$ cat src/rtl/mc_pkg.sv
package mc_pkg;

  localparam int UA_W = 5;
  localparam int OP_W = 3;
  localparam int DISPATCH_N = 1 << OP_W;

  // named microcode entry points
  localparam logic [UA_W-1:0] UA_FETCH    = 5'd8;
  localparam logic [UA_W-1:0] UA_LOAD     = 5'd10;
  localparam logic [UA_W-1:0] UA_ADD      = 5'd14;
  localparam logic [UA_W-1:0] UA_SUB      = 5'd18;
  localparam logic [UA_W-1:0] UA_STORE    = 5'd22;
  localparam logic [UA_W-1:0] UA_JZ       = 5'd25;
  localparam logic [UA_W-1:0] UA_JZ_TAKEN = 5'd28;
  localparam logic [UA_W-1:0] UA_CLEAR    = 5'd29;
  localparam logic [UA_W-1:0] UA_STOP     = 5'd31;

  typedef struct packed {
    logic pcOe;
    logic constOe;
    logic accOe;
    logic memOe;
    logic pcInc;
    logic pcLd;
    logic accLd;
    logic abrLd;
    logic aluSub;
    logic marLd;
    logic memWe;
    logic stop;
  } strobe_t;

  typedef enum logic [1:0] {
    SEQ_STEP   = 2'd0,
    SEQ_JUMP   = 2'd1,
    SEQ_IFZERO = 2'd2
  } seq_e;

  typedef struct packed {
    seq_e            seq;
    logic            fromBus;
    logic [UA_W-1:0] target;
    strobe_t         ctl;
  } uword_t;

endpackage

$ cat src/rtl/mc_urom.sv
module mc_urom
  import mc_pkg::*;
(
  input  logic [UA_W-1:0] addr,
  output uword_t          word
);

  function automatic uword_t goTo(input logic [UA_W-1:0] t);
    uword_t w;
    w = '0;
    w.seq = SEQ_JUMP;
    w.target = t;
    return w;
  endfunction

  function automatic logic [UA_W-1:0] entryOf(input logic [OP_W-1:0] op);
    logic [UA_W-1:0] t;
    case (op)
      3'd1:    t = UA_LOAD;
      3'd2:    t = UA_ADD;
      3'd3:    t = UA_SUB;
      3'd4:    t = UA_STORE;
      3'd5:    t = UA_JZ;
      3'd6:    t = UA_CLEAR;
      3'd7:    t = UA_STOP;
      default: t = UA_FETCH;
    endcase
    return t;
  endfunction

  always_comb begin
    word = '0;
    if (addr < UA_W'(DISPATCH_N)) begin
      word = goTo(entryOf(addr[OP_W-1:0]));
    end else begin
      case (addr)
        5'd8: begin
          word.ctl.pcOe  = 1'b1;
          word.ctl.marLd = 1'b1;
        end
        5'd9: begin
          word.ctl.pcInc = 1'b1;
          word.ctl.memOe = 1'b1;
          word.seq       = SEQ_JUMP;
          word.fromBus   = 1'b1;
        end
        5'd10, 5'd29: begin
          word.ctl.constOe = 1'b1;
          word.ctl.abrLd   = 1'b1;
        end
        5'd11, 5'd15, 5'd19, 5'd22, 5'd25: begin
          word.ctl.pcOe  = 1'b1;
          word.ctl.pcInc = 1'b1;
          word.ctl.marLd = 1'b1;
        end
        5'd12, 5'd16, 5'd20, 5'd23: begin
          word.ctl.memOe = 1'b1;
          word.ctl.marLd = 1'b1;
        end
        5'd13, 5'd17: begin
          word = goTo(UA_FETCH);
          word.ctl.memOe = 1'b1;
          word.ctl.accLd = 1'b1;
        end
        5'd21: begin
          word = goTo(UA_FETCH);
          word.ctl.memOe  = 1'b1;
          word.ctl.accLd  = 1'b1;
          word.ctl.aluSub = 1'b1;
        end
        5'd14, 5'd18: begin
          word.ctl.accOe = 1'b1;
          word.ctl.abrLd = 1'b1;
        end
        5'd24: begin
          word = goTo(UA_FETCH);
          word.ctl.accOe = 1'b1;
          word.ctl.memWe = 1'b1;
        end
        5'd26: begin
          word.seq    = SEQ_IFZERO;
          word.target = UA_JZ_TAKEN;
        end
        5'd27: word = goTo(UA_FETCH);
        5'd28: begin
          word = goTo(UA_FETCH);
          word.ctl.memOe = 1'b1;
          word.ctl.pcLd  = 1'b1;
        end
        5'd30: begin
          word = goTo(UA_FETCH);
          word.ctl.constOe = 1'b1;
          word.ctl.accLd   = 1'b1;
        end
        5'd31: begin
          word = goTo(UA_FETCH);
          word.ctl.stop = 1'b1;
        end
        default: word = '0;
      endcase
    end
  end

endmodule

$ cat src/rtl/mc_control.sv
module mc_control
  import mc_pkg::*;
(
  input  logic            clk,
  input  logic            rst_n,
  input  logic [OP_W-1:0] busOp,
  input  logic            accZero,
  output strobe_t         strb,
  output logic [UA_W-1:0] uAddr,
  output logic            halted
);

  logic [UA_W-1:0] uPc;
  logic [UA_W-1:0] uNext;
  uword_t          word;
  logic            stopNow;

  mc_urom u_rom (
    .addr (uPc),
    .word (word)
  );

  assign stopNow = halted | word.ctl.stop;

  always_comb begin
    unique case (word.seq)
      SEQ_JUMP:   uNext = word.fromBus ? UA_W'(busOp) : word.target;
      SEQ_IFZERO: uNext = accZero ? word.target : uPc + 1'b1;
      default:    uNext = uPc + 1'b1;
    endcase
  end

  always_ff @(posedge clk or negedge rst_n) begin
    if (!rst_n) begin
      uPc    <= '0;
      halted <= 1'b0;
    end else begin
      if (!stopNow) uPc <= uNext;
      if (word.ctl.stop) halted <= 1'b1;
    end
  end

  assign strb  = halted ? '0 : word.ctl;
  assign uAddr = uPc;

endmodule

$ cat src/rtl/mc_datapath.sv
module mc_datapath
  import mc_pkg::*;
#(
  parameter int DATA_W = 8
) (
  input  logic              clk,
  input  logic              rst_n,
  input  strobe_t           strb,
  input  logic              loadEn,
  input  logic [DATA_W-1:0] loadAddr,
  input  logic [DATA_W-1:0] loadData,
  input  logic [DATA_W-1:0] peekAddr,
  output logic [DATA_W-1:0] peekData,
  output logic [DATA_W-1:0] pcOut,
  output logic [DATA_W-1:0] accOut,
  output logic [OP_W-1:0]   busOp,
  output logic              accZero
);

  localparam int DEPTH = 1 << DATA_W;
  localparam int NSRC  = 4;

  logic [DATA_W-1:0] pcR, marR, abrR, accR;
  logic [DATA_W-1:0] mem [DEPTH];
  logic [DATA_W-1:0] memRd, bus, aluOut;
  logic [DATA_W-1:0] srcVal   [NSRC];
  logic [DATA_W-1:0] gatedVal [NSRC];
  logic [NSRC-1:0]   srcEn;
  logic              live;

  assign memRd = mem[marR];

  assign srcVal[0] = pcR;
  assign srcVal[1] = '0;
  assign srcVal[2] = accR;
  assign srcVal[3] = memRd;
  assign srcEn     = {strb.memOe, strb.accOe, strb.constOe, strb.pcOe};

  for (genvar g = 0; g < NSRC; g++) begin : g_src
    assign gatedVal[g] = srcEn[g] ? srcVal[g] : '0;
  end

  always_comb begin
    bus = '0;
    for (int i = 0; i < NSRC; i++) bus = bus | gatedVal[i];
  end

  assign aluOut = strb.aluSub ? abrR - bus : abrR + bus;
  assign live   = !strb.stop;

  always_ff @(posedge clk or negedge rst_n) begin
    if (!rst_n) begin
      pcR  <= '0;
      marR <= '0;
      abrR <= '0;
      accR <= '0;
    end else if (live) begin
      if (strb.pcLd)       pcR <= bus;
      else if (strb.pcInc) pcR <= pcR + 1'b1;
      if (strb.marLd) marR <= bus;
      if (strb.abrLd) abrR <= bus;
      if (strb.accLd) accR <= aluOut;
    end
  end

  always_ff @(posedge clk) begin
    if (loadEn)                  mem[loadAddr] <= loadData;
    else if (live && strb.memWe) mem[marR]     <= bus;
  end

  assign peekData = mem[peekAddr];
  assign pcOut    = pcR;
  assign accOut   = accR;
  assign busOp    = bus[OP_W-1:0];
  assign accZero  = (accR == '0);

endmodule

$ cat src/rtl/mc_accum_cpu.sv
module mc_accum_cpu
  import mc_pkg::*;
#(
  parameter int DATA_W = 8
) (
  input  logic              clk,
  input  logic              rst_n,
  input  logic              loadEn,
  input  logic [DATA_W-1:0] loadAddr,
  input  logic [DATA_W-1:0] loadData,
  input  logic [DATA_W-1:0] peekAddr,
  output logic [DATA_W-1:0] peekData,
  output logic [DATA_W-1:0] pcOut,
  output logic [DATA_W-1:0] accOut,
  output logic [UA_W-1:0]   uAddr,
  output logic              halted
);

  strobe_t         strb;
  logic [OP_W-1:0] busOp;
  logic            accZero;

  mc_control u_ctrl (
    .clk     (clk),
    .rst_n   (rst_n),
    .busOp   (busOp),
    .accZero (accZero),
    .strb    (strb),
    .uAddr   (uAddr),
    .halted  (halted)
  );

  mc_datapath #(.DATA_W(DATA_W)) u_dp (
    .clk      (clk),
    .rst_n    (rst_n),
    .strb     (strb),
    .loadEn   (loadEn),
    .loadAddr (loadAddr),
    .loadData (loadData),
    .peekAddr (peekAddr),
    .peekData (peekData),
    .pcOut    (pcOut),
    .accOut   (accOut),
    .busOp    (busOp),
    .accZero  (accZero)
  );

endmodule

$ cat config.mk
export PLATFORM = sky130hd
export DESIGN_NAME = mc_accum_cpu
export DESIGN_NICKNAME = d
export VERILOG_FILES = /design/src/rtl/mc_pkg.sv /design/src/rtl/mc_urom.sv /design/src/rtl/mc_control.sv /design/src/rtl/mc_datapath.sv /design/src/rtl/mc_accum_cpu.sv
export SDC_FILE = /design/constraint.sdc
export NUM_CORES = 2
export LEC_CHECK = 0
export CORE_AREA = 2 2 475 477
export DETAILED_ROUTE_END_ITERATION = 7
export DIE_AREA = 0 0 477 479
export MAX_ROUTING_LAYER = met4
export SLEW_MARGIN = 20
export SYNTH_ARGS = -nofsm -noshare
export SYNTH_HDL_FRONTEND = slang
export SYNTH_SLANG_ARGS = --single-unit
$ cat constraint.sdc
create_clock -name clk -period 14.2 [get_ports clk]
set_input_delay 2.84 -clock clk [delete_from_list [all_inputs] [get_ports clk]]
set_output_delay 2.84 -clock clk [all_outputs]
set_load 0.02 [all_outputs]
==> flow_metrics.env <==
export IMPL_grt_max_degree=201
export IMPL_drt_pre_antenna_iters=8
export IMPL_multi_input_area_um2=35100
export IMPL_placed_cell_area_um2=104000
export IMPL_core_area_um2=224000
export IMPL_endpoint_kind="output port"
export IMPL_synth_commonest_cells="edfxtp_1 (2,048), mux4_2 (1,017), nor2_1 (331)"
export IMPL_synth_avg_cell_area_um2=19.1
export IMPL_synth_top_area_share_pct=61.5
export IMPL_ys_ff_latch=2086
export IMPL_dieHeight_um=479
export IMPL_start_util_pct=44.7
export IMPL_io_pins=57
export IMPL_die_x_um=477
export IMPL_ys_seq_area_share_pct=62.5
export IMPL_yosys_warnings=0
export IMPL_clk_pin_slew_ns=0.06
export IMPL_final_layout_size_suffix_gt1_share_pct=30.4
export IMPL_fillers=18000
export IMPL_reg2reg_to="u_dp.accOut[7]$_DFFE_PN0P_"
export IMPL_area_growth_pct=10.8
export IMPL_synthArstFlopShare_pct=1.82
export IMPL_fin_crit_ns=10.29
export IMPL_status="finished with violations"
export IMPL_arrival_ns=7.45
export IMPL_holdWs_ns=0.489
export IMPL_dp_hpwl_um=217000
export IMPL_port_buffers=56
export IMPL_postCtsSetupBuffers=0
export IMPL_drc_errors=1
export IMPL_maxSlewViolCount=0
export IMPL_cts_buffer_depth=3
export IMPL_ctsResizeCount=0
export IMPL_setup_tns_ns=0
export IMPL_grtUsageTotal_pct=30.6
export IMPL_synth_area_leaders="edfxtp_1 (62%), mux4_2 (23%), mux2i_1 (3.2%)"
export IMPL_power_density_nw_per_um2=161
export IMPL_fin_nets=5312
export IMPL_violations="DRC"
export IMPL_synth_nets=5270
export IMPL_clock_sinks=2086
export IMPL_reg2reg_from="u_dp.marR[0]$_DFFE_PN0P_"
export IMPL_root_buffer="clkbuf_16"
export IMPL_drt_initial_drc_count=9737
export IMPL_gp_congestion=0.905
export IMPL_clock_latency_ns=0.90
export IMPL_die_area_um2=228000
export IMPL_setup_viol=0
export IMPL_finalCritPeriodShare_pct=72.5
export IMPL_hold_class="reg -> reg"
export IMPL_cp_startpoint="peekAddr[0]"
export IMPL_wl_per_cell_um=40.5
export IMPL_grt_overflow=0
export IMPL_yosysTopAreaCell="edfxtp_1"
export IMPL_cap_violations=0
export IMPL_grt_setup_unrepaired="no"
export IMPL_r2r_slack_ns=5.72
export IMPL_final_area_um2=111000
export IMPL_cts_max_level=4
export IMPL_worstPathMaxFanout=98
export IMPL_cp_required_ns=11.36
export IMPL_grt_pass1_wl_um=471000
export IMPL_numCtsBuffers=219
export IMPL_synth_edff_count=2048
export IMPL_relSlewSlack_pct=17.7
export IMPL_hold_viol_final=0
export IMPL_cp_endpoint="peekData[0]"
export IMPL_r2r_cells=23
export IMPL_ys_types=103
export IMPL_antenna_found_initial=19
export IMPL_postSynthCellCount=5225
export IMPL_grt_pass1_vias=57500
export IMPL_cts_hold_buf=0
export IMPL_synth_most_common_cell="edfxtp_1"
export IMPL_syn_area_um2=99900
export IMPL_fin_worst_skew_ns=0.0910
export IMPL_cts_tree="done"
export IMPL_ir_drop_mv=0.128
export IMPL_startpoint_type="input port"
export IMPL_ant_nets=0
export IMPL_worst_slew_pin_slew_ns=1.23
export IMPL_ys_flop_type="edfxtp_1"
export IMPL_vias=59600
export IMPL_wirelength_um=343000
export IMPL_rows=174
export IMPL_post_drt_via_cell_ratio=7.04
export IMPL_register_area_um2=62500
export IMPL_p_leak_uw=0.0329
export IMPL_max_freq_mhz=97.2
export IMPL_path_class="in -> out"
[worst max-delay path, cell delays in order]
cell and delay, ns:
buf_8 0.57, buf_12 0.70, mux4_2 0.60, mux4_2 0.55, mux4_2 0.65, mux4_2 0.66, clkdlybuf4s50_1 0.62
[area by class of cell]
type,count,share of cell area [%]
Clock buffer,255,5.09
Clock inverter,159,1.22
Timing Repair Buffer,243,2.01
Inverter,24,0.0859
Tap cell,2992,3.38
Antenna cell,13,0.0294
Multi-Input combinational cell,2693,31.7
Sequential cell,2086,56.4
[logic make-up after synthesis]
kind of cell / Yosys count / share of synthesized area, %
flip-flops: 2086 / 62.5
multiplexers: 1386 / 27.2
XOR/XNOR: 9 / 0.0789
adder cells (fa/ha/maj): 18 / 0.233
AND/OR/NAND/NOR: 694 / 3.08
AO/OA/AOI/OAI: 586 / 4.27
buffers and inverters: 446 / 2.67
[through the flow]
step / utilization [%] / setup WS (ns) / std cells / total power, uW
6_report: 49.5 / 3.91 / 8465 / 17900
5_1_grt: 49.5 / 3.72 / 8461 / 18300
3_3_place_gp: 46.3 / 3.90 / 8037 / 12200
3_5_place_dp: 46.3 / 3.88 / 8037 / 12300
4_1_cts: 49.5 / 3.89 / 8451 / 17800
2_1_floorplan: - / -1.41 / 5225 / 10500
[sequential cells by signal (all words and copies together) (netlist names)]
signal and cells:
u_dp.abrR 8, u_dp.accOut 8, u_dp.mem 2048, u_dp.marR 8, u_dp.pcOut 8, u_ctrl.halted 1
u_ctrl.uAddr 5
[report_power, final]
group	internal, uW	switching [uW]
logic	1860	3330
clock network	3100	2540
registers	6860	169
[placed cells by master (no fill, tap or decap), drive strengths merged, types with 7 or more instances in the layout]
cell,Yosys,layout
a2111oi,12,12
a211oi,24,24
a21oi,95,95
a221o,22,22
a221oi,109,109
a22o,11,11
a22oi,43,43
a31oi,15,15
a32oi,7,7
buf,214,194
bufinv,0,14
clkbuf,206,255
clkdlybuf4s50,0,49
clkinv,4,130
clkinvlp,0,13
dfrtp,38,38
diode,0,13
edfxtp,2048,2048
ha,17,17
inv,20,26
mux2,20,20
mux2i,316,316
mux4,1050,1050
nand2,165,165
nand2b,23,23
nand3,35,35
nand3b,10,10
nand4,8,8
nor2,332,332
nor2b,22,22
nor3,40,40
nor4,10,10
o211ai,13,13
o21a,7,7
o21ai,114,114
o221ai,7,7
o22ai,19,19
o311ai,8,8
o31ai,26,26
or2,12,12
[worst min-delay path by stage]
stage | to | cells past startpoint | startpoint
finish | u_dp.abrR[0]$_DFFE_PN0P_ | 2 | u_dp.abrR[0]$_DFFE_PN0P_
global route | u_dp.abrR[0]$_DFFE_PN0P_ | 2 | u_dp.abrR[0]$_DFFE_PN0P_
CTS | u_dp.abrR[0]$_DFFE_PN0P_ | 2 | u_dp.abrR[0]$_DFFE_PN0P_
detailed placement | u_dp.abrR[0]$_DFFE_PN0P_ | 2 | u_dp.abrR[0]$_DFFE_PN0P_
global placement | u_dp.abrR[0]$_DFFE_PN0P_ | 2 | u_dp.abrR[0]$_DFFE_PN0P_
floorplan | u_dp.abrR[0]$_DFFE_PN0P_ | 2 | u_dp.abrR[0]$_DFFE_PN0P_
[layer usage]
metal	GRT usage [%]	vias up	wire (um)	share of wire, %
li1	-	22600	-	-
met1	40.8	32100	128000	37
met2	45.2	4223	158000	46
met3	6.75	683	38700	11
met4	13.5	0	17500	5.1
met5	-	-	0	0
Power figures use the tool's default switching activity.
